`config.mk`:
```
export PLATFORM = sky130hd
export DESIGN_NAME = keystore_ctrl
export DESIGN_NICKNAME = d
export VERILOG_FILES = /design/src/rtl/ks_pkg.sv /design/src/rtl/ks_span.sv /design/src/rtl/ks_ram.sv /design/src/rtl/ks_wr_ctl.sv /design/src/rtl/ks_rd_ctl.sv /design/src/rtl/keystore_ctrl.sv
export SDC_FILE = /design/constraint.sdc
export NUM_CORES = 1
export LEC_CHECK = 0
export ABC_AREA = 1
export BUFFER_PORTS_ARGS = -buffer_cell sky130_fd_sc_hd__buf_4
export CORE_MARGIN = 5
export CORE_UTILIZATION = 40
export DETAILED_ROUTE_END_ITERATION = 10
export HOLD_SLACK_MARGIN = 0.05
export SKIP_CTS_REPAIR_TIMING = 1
export SLEW_MARGIN = 20
export SYNTH_ARGS = -nofsm -noshare
export SYNTH_HDL_FRONTEND = slang
export SYNTH_SLANG_ARGS = --single-unit
```
`constraint.sdc`:
```
create_clock -name clk -period 3.55 [get_ports clk]
set_input_delay 0.5325 -clock clk [delete_from_list [all_inputs] [get_ports clk]]
set_output_delay 0.5325 -clock clk [all_outputs]
set_load 0.02 [all_outputs]
```
`src/rtl/ks_pkg.sv`:
```
package ks_pkg;
  typedef enum logic [1:0] {
    KS_128 = 2'd0,
    KS_192 = 2'd1,
    KS_256 = 2'd2
  } ks_size_e;
endpackage

```
`src/rtl/ks_span.sv`:
```
// Works out which slots a selection covers and whether its alignment is legal.
module ks_span
  import ks_pkg::*;
#(
  parameter int SLOTS = 8,
  localparam int AW = $clog2(SLOTS)
) (
  input  logic [AW-1:0]    slot,
  input  ks_size_e         size,
  output logic [SLOTS-1:0] mask,
  output logic             pair,
  output logic             misaligned
);
  logic [AW:0] next_slot;

  always_comb begin
    pair       = (size != KS_128);
    next_slot  = {1'b0, slot} + {{AW{1'b0}}, 1'b1};
    mask       = SLOTS'(1) << slot;
    if (pair) mask = mask | (SLOTS'(1) << next_slot);
    misaligned = pair & slot[0];
  end
endmodule

```
`src/rtl/ks_ram.sv`:
```
module ks_ram #(
  parameter int DEPTH = 32,
  parameter int W     = 32,
  localparam int AW   = $clog2(DEPTH)
) (
  input  logic          clk,
  input  logic          we,
  input  logic [AW-1:0] waddr,
  input  logic [W-1:0]  wdata,
  input  logic [AW-1:0] raddr,
  output logic [W-1:0]  rdata
);
  logic [W-1:0] mem [DEPTH];

  always_ff @(posedge clk) begin
    if (we) mem[waddr] <= wdata;
  end

  assign rdata = mem[raddr];
endmodule

```
`src/rtl/ks_wr_ctl.sv`:
```
module ks_wr_ctl
  import ks_pkg::*;
#(
  parameter int SLOTS  = 8,
  parameter int WORD_W = 32,
  parameter int WPS    = 4,
  localparam int SAW     = $clog2(SLOTS),
  localparam int WAW     = $clog2(SLOTS * WPS),
  localparam int CNT_W   = $clog2(2 * WPS) + 1,
  localparam int PAD_IDX = 192 / WORD_W
) (
  input  logic              clk,
  input  logic              rst_n,
  input  logic              arm,
  input  logic [SAW-1:0]    arm_slot,
  input  ks_size_e          size,
  input  logic [SLOTS-1:0]  valid_map,
  input  logic              in_valid,
  input  logic [WORD_W-1:0] in_data,
  input  logic              in_last,
  output logic              in_ready,
  output logic              ram_we,
  output logic [WAW-1:0]    ram_addr,
  output logic [WORD_W-1:0] ram_wdata,
  output logic [SLOTS-1:0]  set_mask,
  output logic              done,
  output logic              err
);
  logic [SLOTS-1:0] span_mask, tmask_q;
  logic             span_pair, span_mis, refuse;
  logic             armed_q, ovf_q, pad_q;
  logic [WAW-1:0]   base_q;
  logic [CNT_W-1:0] need_q, cnt_q;
  logic             beat, room, bad;

  ks_span #(.SLOTS(SLOTS)) u_span (
    .slot(arm_slot), .size(size), .mask(span_mask),
    .pair(span_pair), .misaligned(span_mis)
  );

  assign refuse   = span_mis | (|(span_mask & valid_map));
  assign in_ready = armed_q;
  assign beat     = armed_q & in_valid;
  assign room     = cnt_q < need_q;
  assign bad      = ovf_q | ~room | ((cnt_q + CNT_W'(1)) != need_q);

  assign ram_we    = beat & room;
  assign ram_addr  = base_q + WAW'(cnt_q);
  assign ram_wdata = (pad_q && cnt_q >= CNT_W'(PAD_IDX)) ? '0 : in_data;
  assign set_mask  = (beat && in_last && !bad) ? tmask_q : '0;

  always_ff @(posedge clk or negedge rst_n) begin
    if (!rst_n) begin
      armed_q <= 1'b0;
      ovf_q   <= 1'b0;
      pad_q   <= 1'b0;
      base_q  <= '0;
      need_q  <= '0;
      cnt_q   <= '0;
      tmask_q <= '0;
      done    <= 1'b0;
      err     <= 1'b0;
    end else if (arm && !armed_q) begin
      if (refuse) begin
        done <= 1'b1;
        err  <= 1'b1;
      end else begin
        armed_q <= 1'b1;
        done    <= 1'b0;
        err     <= 1'b0;
        ovf_q   <= 1'b0;
        cnt_q   <= '0;
        pad_q   <= (size == KS_192);
        base_q  <= WAW'(WAW'(arm_slot) * WAW'(WPS));
        need_q  <= span_pair ? CNT_W'(2 * WPS) : CNT_W'(WPS);
        tmask_q <= span_mask;
      end
    end else if (beat) begin
      if (room) cnt_q <= cnt_q + CNT_W'(1);
      else      ovf_q <= 1'b1;
      if (in_last) begin
        armed_q <= 1'b0;
        done    <= 1'b1;
        err     <= bad;
      end
    end
  end
endmodule

```
`src/rtl/ks_rd_ctl.sv`:
```
module ks_rd_ctl
  import ks_pkg::*;
#(
  parameter int SLOTS  = 8,
  parameter int WORD_W = 32,
  parameter int WPS    = 4,
  localparam int SAW   = $clog2(SLOTS),
  localparam int WAW   = $clog2(SLOTS * WPS),
  localparam int CNT_W = $clog2(2 * WPS) + 1
) (
  input  logic              clk,
  input  logic              rst_n,
  input  logic              arm,
  input  logic [SAW-1:0]    arm_slot,
  input  ks_size_e          size,
  input  logic [SLOTS-1:0]  valid_map,
  output logic [WAW-1:0]    ram_addr,
  input  logic [WORD_W-1:0] ram_rdata,
  output logic              out_valid,
  input  logic              out_ready,
  output logic [WORD_W-1:0] out_data,
  output logic              out_last,
  output logic              done,
  output logic              err
);
  logic [SLOTS-1:0] span_mask;
  logic             span_pair, span_mis, refuse;
  logic             busy_q;
  logic [WAW-1:0]   base_q;
  logic [CNT_W-1:0] need_q, cnt_q;

  ks_span #(.SLOTS(SLOTS)) u_span (
    .slot(arm_slot), .size(size), .mask(span_mask),
    .pair(span_pair), .misaligned(span_mis)
  );

  assign refuse    = span_mis | (|(span_mask & ~valid_map));
  assign ram_addr  = base_q + WAW'(cnt_q);
  assign out_valid = busy_q;
  assign out_data  = ram_rdata;
  assign out_last  = busy_q && (cnt_q == need_q - CNT_W'(1));

  always_ff @(posedge clk or negedge rst_n) begin
    if (!rst_n) begin
      busy_q <= 1'b0;
      base_q <= '0;
      need_q <= '0;
      cnt_q  <= '0;
      done   <= 1'b0;
      err    <= 1'b0;
    end else if (arm && !busy_q) begin
      if (refuse) begin
        done <= 1'b1;
        err  <= 1'b1;
      end else begin
        busy_q <= 1'b1;
        done   <= 1'b0;
        err    <= 1'b0;
        cnt_q  <= '0;
        base_q <= WAW'(WAW'(arm_slot) * WAW'(WPS));
        need_q <= span_pair ? CNT_W'(2 * WPS) : CNT_W'(WPS);
      end
    end else if (busy_q && out_ready) begin
      if (out_last) begin
        busy_q <= 1'b0;
        done   <= 1'b1;
      end else begin
        cnt_q <= cnt_q + CNT_W'(1);
      end
    end
  end
endmodule

```
`src/rtl/keystore_ctrl.sv`:
```
module keystore_ctrl
  import ks_pkg::*;
#(
  parameter int SLOTS     = 8,
  parameter int SLOT_BITS = 128,
  parameter int WORD_W    = 32,
  localparam int WPS = SLOT_BITS / WORD_W,
  localparam int SAW = $clog2(SLOTS),
  localparam int WAW = $clog2(SLOTS * WPS)
) (
  input  logic              clk,
  input  logic              rst_n,
  input  logic              cfg_size_we,
  input  logic [1:0]        cfg_size,
  input  logic              wr_arm,
  input  logic [SAW-1:0]    wr_slot,
  input  logic              in_valid,
  output logic              in_ready,
  input  logic [WORD_W-1:0] in_data,
  input  logic              in_last,
  input  logic              clr_we,
  input  logic [SLOTS-1:0]  clr_mask,
  input  logic              rd_arm,
  input  logic [SAW-1:0]    rd_slot,
  output logic              out_valid,
  input  logic              out_ready,
  output logic [WORD_W-1:0] out_data,
  output logic              out_last,
  output logic [SLOTS-1:0]  valid_slots,
  output logic              wr_done,
  output logic              wr_err,
  output logic              rd_done,
  output logic              rd_err
);
  ks_size_e          size_q;
  logic [SLOTS-1:0]  valid_q, set_mask, clr_eff;
  logic              ram_we;
  logic [WAW-1:0]    ram_waddr, ram_raddr;
  logic [WORD_W-1:0] ram_wdata, ram_rdata;

  assign clr_eff     = clr_we ? clr_mask : '0;
  assign valid_slots = valid_q;

  always_ff @(posedge clk or negedge rst_n) begin
    if (!rst_n) begin
      size_q  <= KS_128;
      valid_q <= '0;
    end else begin
      if (cfg_size_we && cfg_size != 2'd3) size_q <= ks_size_e'(cfg_size);
      valid_q <= (valid_q | set_mask) & ~clr_eff;
    end
  end

  ks_wr_ctl #(.SLOTS(SLOTS), .WORD_W(WORD_W), .WPS(WPS)) u_wr (
    .clk(clk), .rst_n(rst_n), .arm(wr_arm), .arm_slot(wr_slot),
    .size(size_q), .valid_map(valid_q),
    .in_valid(in_valid), .in_data(in_data), .in_last(in_last),
    .in_ready(in_ready), .ram_we(ram_we), .ram_addr(ram_waddr),
    .ram_wdata(ram_wdata), .set_mask(set_mask), .done(wr_done), .err(wr_err)
  );

  ks_rd_ctl #(.SLOTS(SLOTS), .WORD_W(WORD_W), .WPS(WPS)) u_rd (
    .clk(clk), .rst_n(rst_n), .arm(rd_arm), .arm_slot(rd_slot),
    .size(size_q), .valid_map(valid_q),
    .ram_addr(ram_raddr), .ram_rdata(ram_rdata),
    .out_valid(out_valid), .out_ready(out_ready), .out_data(out_data),
    .out_last(out_last), .done(rd_done), .err(rd_err)
  );

  ks_ram #(.DEPTH(SLOTS * WPS), .W(WORD_W)) u_ram (
    .clk(clk), .we(ram_we), .waddr(ram_waddr), .wdata(ram_wdata),
    .raddr(ram_raddr), .rdata(ram_rdata)
  );
endmodule

```
Word level (Yosys, flattened, before mapping). Memory sizes are Yosys's and may differ from the RTL's. Cells that the tools add are included. W data, S select, Z words.

Word-level logic and storage cells: 125. Memories kept: 1. Bits in registers: 48. Input port bits: 57. Bits in latches: 0. Bits in writable memories: 1024. ROM bits: 0. Output and inout port bits: 47.

Memory list: u_ram.mem (words 32, bits a word 32, read ports 1, clocked after Yosys merged registers in 0, write ports 1, line ks_ram.sv:13) `logic [W-1:0] mem [DEPTH];`.

Multiplexer cells: 39. Shift operators: 4. Reduce and logical (&&, ||, !) cells: 28. Div/mod/pow operators: 0. $add $sub $neg: 7. Bitwise operators: 19. Eq/ne operators: 8. Magnitude comparators: 2. Multipliers: 0.

Operator list (number): $mux W4 (9); $mux W32 (1); $mux W8 (4); $mux W1 (25); $and A8 B8 Y8 (3); $or A8 B8 Y8 (3); $not A8 Y8 (2); $reduce_or A8 Y1 (2); $shl A1 B3 Y8 const A (2); $shl A1 B4 Y8 const A (2); $reduce_and A3 Y1 (5); $reduce_bool A2 Y1 (6); $add A5 B4 Y5 (2); $add A3 B1 Y4 const B (2); $add A4 B1 Y4 const B (2); $logic_and A1 B1 Y1 (8); $ne A2 B2 Y1 const B (4); $reduce_and A2 Y1 (4); $and A1 B1 Y1 (4); $eq A4 B4 Y1 (1); $ge A4 B3 Y1 const B (1); $lt A4 B4 Y1 (1); $ne A4 B4 Y1 (1); $or A1 B1 Y1 (4); other kinds (5) (9).

Depth between registers and ports, before layout.
Depth in word-level cells: 9. Mapped depth: 14. Depth with buffers taken out: 14.

By module. From an unflattened synthesis, not the netlist that was laid out.

Cell total of the unflattened synthesis: 3991. Area, all modules: 45119.5 um^2.

Modules (own cells, without submodules): ks_ram (times used 1, cells an instance 3504, area an instance 41765.1 um^2, sequential area each 30749.5 um^2); ks_wr_ctl (times used 1, cells an instance 228, area an instance 1555.2 um^2, sequential area each 550.5 um^2); ks_rd_ctl (times used 1, cells an instance 135, area an instance 999.7 um^2, sequential area each 300.3 um^2); ks_span (times used 2, cells an instance 43, area an instance 210.2 um^2, sequential area each 0.0 um^2); keystore_ctrl (times used 1, cells an instance 38, area an instance 379.1 um^2, sequential area each 250.2 um^2).

Least setup slack after synthesis. OpenSTA, ideal clock, no wires.

Path kind: reg2reg. Start point: register u_wr.cnt_q[2]. End point: memory u_ram.mem[0][0] (enable). Required time: 3.129 ns. Data arrival time: 2.961 ns. Cell stages (with the launch flop): 6. Path slack: 0.168 ns. Library setup time: 0.421 ns. Path through: dfrtp_1 > ha_1 > fa_1 > xnor2_1 > nand3_1 > nor2_1.

Word-level cells in the longest chain between the ends: 4. Elaborated cells between the ends (all ways): 5.

RTL lines: from (decl) (line ks_wr_ctl.sv:33) `logic [CNT_W-1:0] need_q, cnt_q;`; from (signal assigned) (line ks_wr_ctl.sv:79) `if (room) cnt_q <= cnt_q + CNT_W'(1);`; $lt A4 B4 Y1 (line ks_wr_ctl.sv:44) `assign room = cnt_q < need_q;`; $and A1 B1 Y1 (line ks_wr_ctl.sv:47) `assign ram_we = beat & room;`; $mux W1 (line ks_ram.sv:16) `if (we) mem[waddr] <= wdata;`; $mux W1 (not written as such) (line ks_ram.sv:16); to (decl) (line ks_ram.sv:13).

Several ways; a longest one is shown, not always the timed one.

Final worst setup path.
Start point: register u_rd.cnt_q[2]. End point: output port out_data[27].

Word-level cells in the longest chain between the ends: 2.

RTL lines: from (decl) (line ks_rd_ctl.sv:30) `logic [CNT_W-1:0] need_q, cnt_q;`; from (signal assigned) (line ks_rd_ctl.sv:68) `cnt_q <= cnt_q + CNT_W'(1);`; $add A5 B4 Y5 (line ks_rd_ctl.sv:38) `assign ram_addr = base_q + WAW'(cnt_q);`; $mem_v2 Z32 W32; to (decl) (line keystore_ctrl.sv:27) `output logic [WORD_W-1:0] out_data,`.

No other way between the ends.

==> metrics.md <==
| Metric | Value |
|---|---|
| Status | complete, but fails checks |
| Failing checks | negative setup slack |
| Post-synth EDFFs | 1024 |
| CTS Buffer Depth | 3 |
| Cell Count Post-Placement | between 4000 and 5000 |
| Final critical-path share of the clock period | 105% |
| Max-slew headroom | 23.3% |
| Yosys reg bits | ~1100 |
| Hold Path Depth | 3 |
| Drt pass-1 iters | 5 |
| Post-synthesis cell type count | 39 |
| Clock Sinks | roughly 1100 |
| Syn nets | 3396 |
| Layout cell share with drive strength beyond 1 | around 16% |
| GRT Overall Usage | between 20% and 30% |
| Worst Path Max Fanout | 8 |
| Core area | 107000 um2 |
| Rows | 120 |
| Hold Path Sink | valid_slots[5]$_DFF_PN0_ |
| Initial antenna violation count | 2 |
| Min-delay worst type | input port to flip-flop |
| Sequential share of the synthesized area | approximately 74% |
| Top cell type's share of synthesized area | 71.5% |
| Pin count of the biggest net entering global routing | between 100 and 150 |
| Total CTS buffers | 108 |
| Vias | 28486 |
| Design Area, Final | 50900 um2 |
| Die height | 338 um |
| Pwr dens | 901 nW/um2 |
| Final design utilization | 47.6% |
| Fin. max-slew vios | 0 |
| Worst setup EP type | output port |
| Worst R2R End | u_ram.mem[9][6]$_DFFE_PP_ |
| Die Width | 338 um |
| CP required | 3.02 ns |
| I/O pin cnt | 104 |
| CTS tree | built |
| Post-route DRC | 0 |
| Clock latency on the worst-skew pair | approximately 0.70 ns |
| First-pass GRT wire length | 178000 um |
| Critical path arrival | 3.18 ns |
| Reg2reg setup slack | 0.44 ns |
| Synth warn | 0 |
| Synth area leaders | edfxtp_1, nor2_1, o221ai_1, o21ai_0, nand2_1 |
| Final Hold Fails | 0 |
| Kind of critical path | flip-flop to output port |
| Via/cell ratio | ~5.7 |
| Mapped cell area | ~43000 um2 |
| Most common flop cell mapped by yosys | edfxtp_1 |
| Initial Util | about two fifths |
| Reg2Reg Depth | 6 |
| Setup TNS | -2.96 ns |
| Area grow syn2layout | 18.3% |
| Leakage Power | 17.2 nW |
| Placed cell area | about 47000 um2 |
| RSZ-0062 raised after global routing | true |
| CP startpoint | u_rd.cnt_q[2]$_DFFE_PN0P_ |
| Fin cells | 4988 |
| DR iter-0 viols | 3400 |
| Mean post-synth cell area | around 13 um2 |
| Worst setup margin | -0.166 ns |
| Maximum vdd ir drop | 0.966 mV |
| Mapped Cells | 3323 |
| Setup crit start kind | flip-flop |
| Clk root buf | clkbuf_16 |
| Antenna cell count | 0 |
| Hold Startpoint | clr_mask[5] |
| RD Place Congestion | roughly 0.79 |
| Final layout net count | 3565 |
| Slew @ Worst Pin | 1.15 ns |
| # H-tree levels | 3 |
| FF-to-FF Start | u_wr.cnt_q[2]$_DFFE_PN0P_ |
| Post-layout min period | 3.72 ns |
| # port buffers | 103 |
| Fmax | 269 MHz |
| Post-route ant nets | 0 |
| Clk slew on worst S/H paths | ~0.06 ns |
| Vias in the first global route | 26945 |
| Synth async-reset ratio | under 10% |
| Post-DP HPWL | 67600 um |
| GRT overflow | 0 |
| Routed wire per std cell | 25.3 um |
| Max cap viols | 0 |
| Routed wire length | 126000 um |
| Die area | 114000 um2 |
| # setup viols final | 32 |
| Area leader, netlist | edfxtp_1 |
| Final clock skew | approximately 0.024 ns |
[worst max path at each step]
| stage | cells past startpoint | slack [ns] | to |
|---|---|---|---|
| 4_1_cts | 10 | -0.47 | out_data[30] |
| 5_1_grt | 10 | -0.24 | out_data[27] |
| 3_5_place_dp | 10 | 0.27 | out_data[30] |
| 6_report | 10 | -0.17 | out_data[27] |
| 3_3_place_gp | 10 | 0.33 | out_data[11] |
| 2_1_floorplan | 5 | 0.17 | u_ram.mem[0][0]$_DFFE_PP_ |
[power by group]
| part | internal [mW] | switching (mW) | leakage, nW |
|---|---|---|---|
| clock network | 6.40 | 4.81 | 1.71 |
| logic | 6.68 | 13.1 | 5.73 |
| registers | 14.6 | 0.280 | 9.77 |
[Yosys cell counts (2+ instances only)]
library cell and count:
a21boi_1 8, a21oi_1 18, buf_1 7, buf_2 109, buf_4 13, buf_6 6, clkbuf_1 92, dfrtp_1 44
edfxtp_1 1024, fa_1 2, ha_1 14, inv_1 95, inv_2 7, nand2_1 307, nand2_2 3, nand3_1 136
nor2_1 590, nor2_2 6, nor3_1 2, o211ai_1 25, o21ai_0 346, o21ai_1 198, o21ai_2 5, o221ai_1 213
o22ai_1 33, xnor2_1 4, xor2_1 4
[critical path, cell delays in order (launching register included)]
cell and delay, ns:
dfrtp_2 0.43, ha_4 0.17, fa_4 0.83, buf_12 0.13, buf_12 0.15, clkbuf_16 0.23
nand2_4 0.06, o21ai_2 0.13, nand2_1 0.08, nand2_2 0.14, buf_6 0.13
[through the flow]
| stage | setup slack (ns) | hold WS (ns) | total power, mW |
|---|---|---|---|
| after floorplan | 0.168 | 0.237 | 25.2 |
| after global placement | 0.327 | 0.460 | 32.1 |
| after detailed placement | 0.271 | 0.464 | 32.1 |
| after CTS | -0.467 | -0.151 | 43.3 |
| after global routing | -0.236 | 0.101 | 48.0 |
| final | -0.166 | 0.115 | 45.8 |
[registers in the layout, summed over array words and instances (netlist names)]
register and count:
u_rd.err 1, u_ram.mem 1024, u_rd.done 1, valid_slots 8, u_wr.err 1, u_wr.done 1
u_rd.cnt_q 4, u_wr.ovf_q 1, u_rd.need_q 2, u_wr.in_ready 1, u_wr.base_q 3, u_wr.tmask_q 8
u_wr.need_q 2, u_rd.base_q 3, size_q 2, u_rd.out_valid 1, u_wr.cnt_q 4, u_wr.pad_q 1
[cells in the final DEF (no fill, tap or decap), types with 3 or more instances in the layout]
master      synthesis  final
edfxtp_1         1024   1024
nor2_1            590    543
o21ai_0           346    346
nand2_1           307    275
o221ai_1          213    212
buf_4              13    194
o21ai_1           198    193
nand3_1           136    119
clkbuf_16           0    117
inv_1              95     91
buf_12              0     47
dfrtp_1            44     41
o22ai_1            33     33
nor2_4              1     33
clkinv_1            0     33
nand2_2             3     31
buf_6               6     28
o211ai_1           25     25
clkinv_2            0     22
nor2_2              6     21
a21oi_1            18     17
clkbuf_1           92     16
nand3_2             0     15
ha_1               14     13
o21ai_2             5     10
bufinv_16           0     10
a21boi_1            8      8
inv_2               7      7
buf_16              0      6
nand2_4             1      5
clkinvlp_4          0      5
inv_8               0      4
xor2_1              4      4
nand3_4             1      3
xnor2_1             4      3
[cell families after synthesis]
kind of cell | after synthesis | share of synthesized area (%)
buffers and inverters | 330 | 3.42
xor gates and xnor gates | 8 | 0.163
adders and majority gates | 16 | 0.500
and+or+nand+nor | 1052 | 9.77
DFF | 1068 | 74.1
AOI/OAI and AO/OA | 849 | 12.1
[metal layers]
layer	global-route usage, %	share of wire (%)	vias up	wire (um)
li1	-	-	12707	-
met1	30.4	43	14205	53900
met2	32.0	44	1356	55800
met3	4.76	9.9	218	12500
met4	5.80	3.0	0	3820
met5	0	0	-	0
[final cells by class]
cell class | count | area (um2)
multi-input combinational | 1925 | 10200
clock buffer | 127 | 2820
tap | 1403 | 1760
sequential | 1068 | 31900
inverter | 103 | 438
fill | 9342 | 56000
timing repair buffer | 285 | 3100
clock inverter | 76 | 683
timing repair inverter | 1 | 11.3
Note: power is estimated with default switching activity, not from simulation.
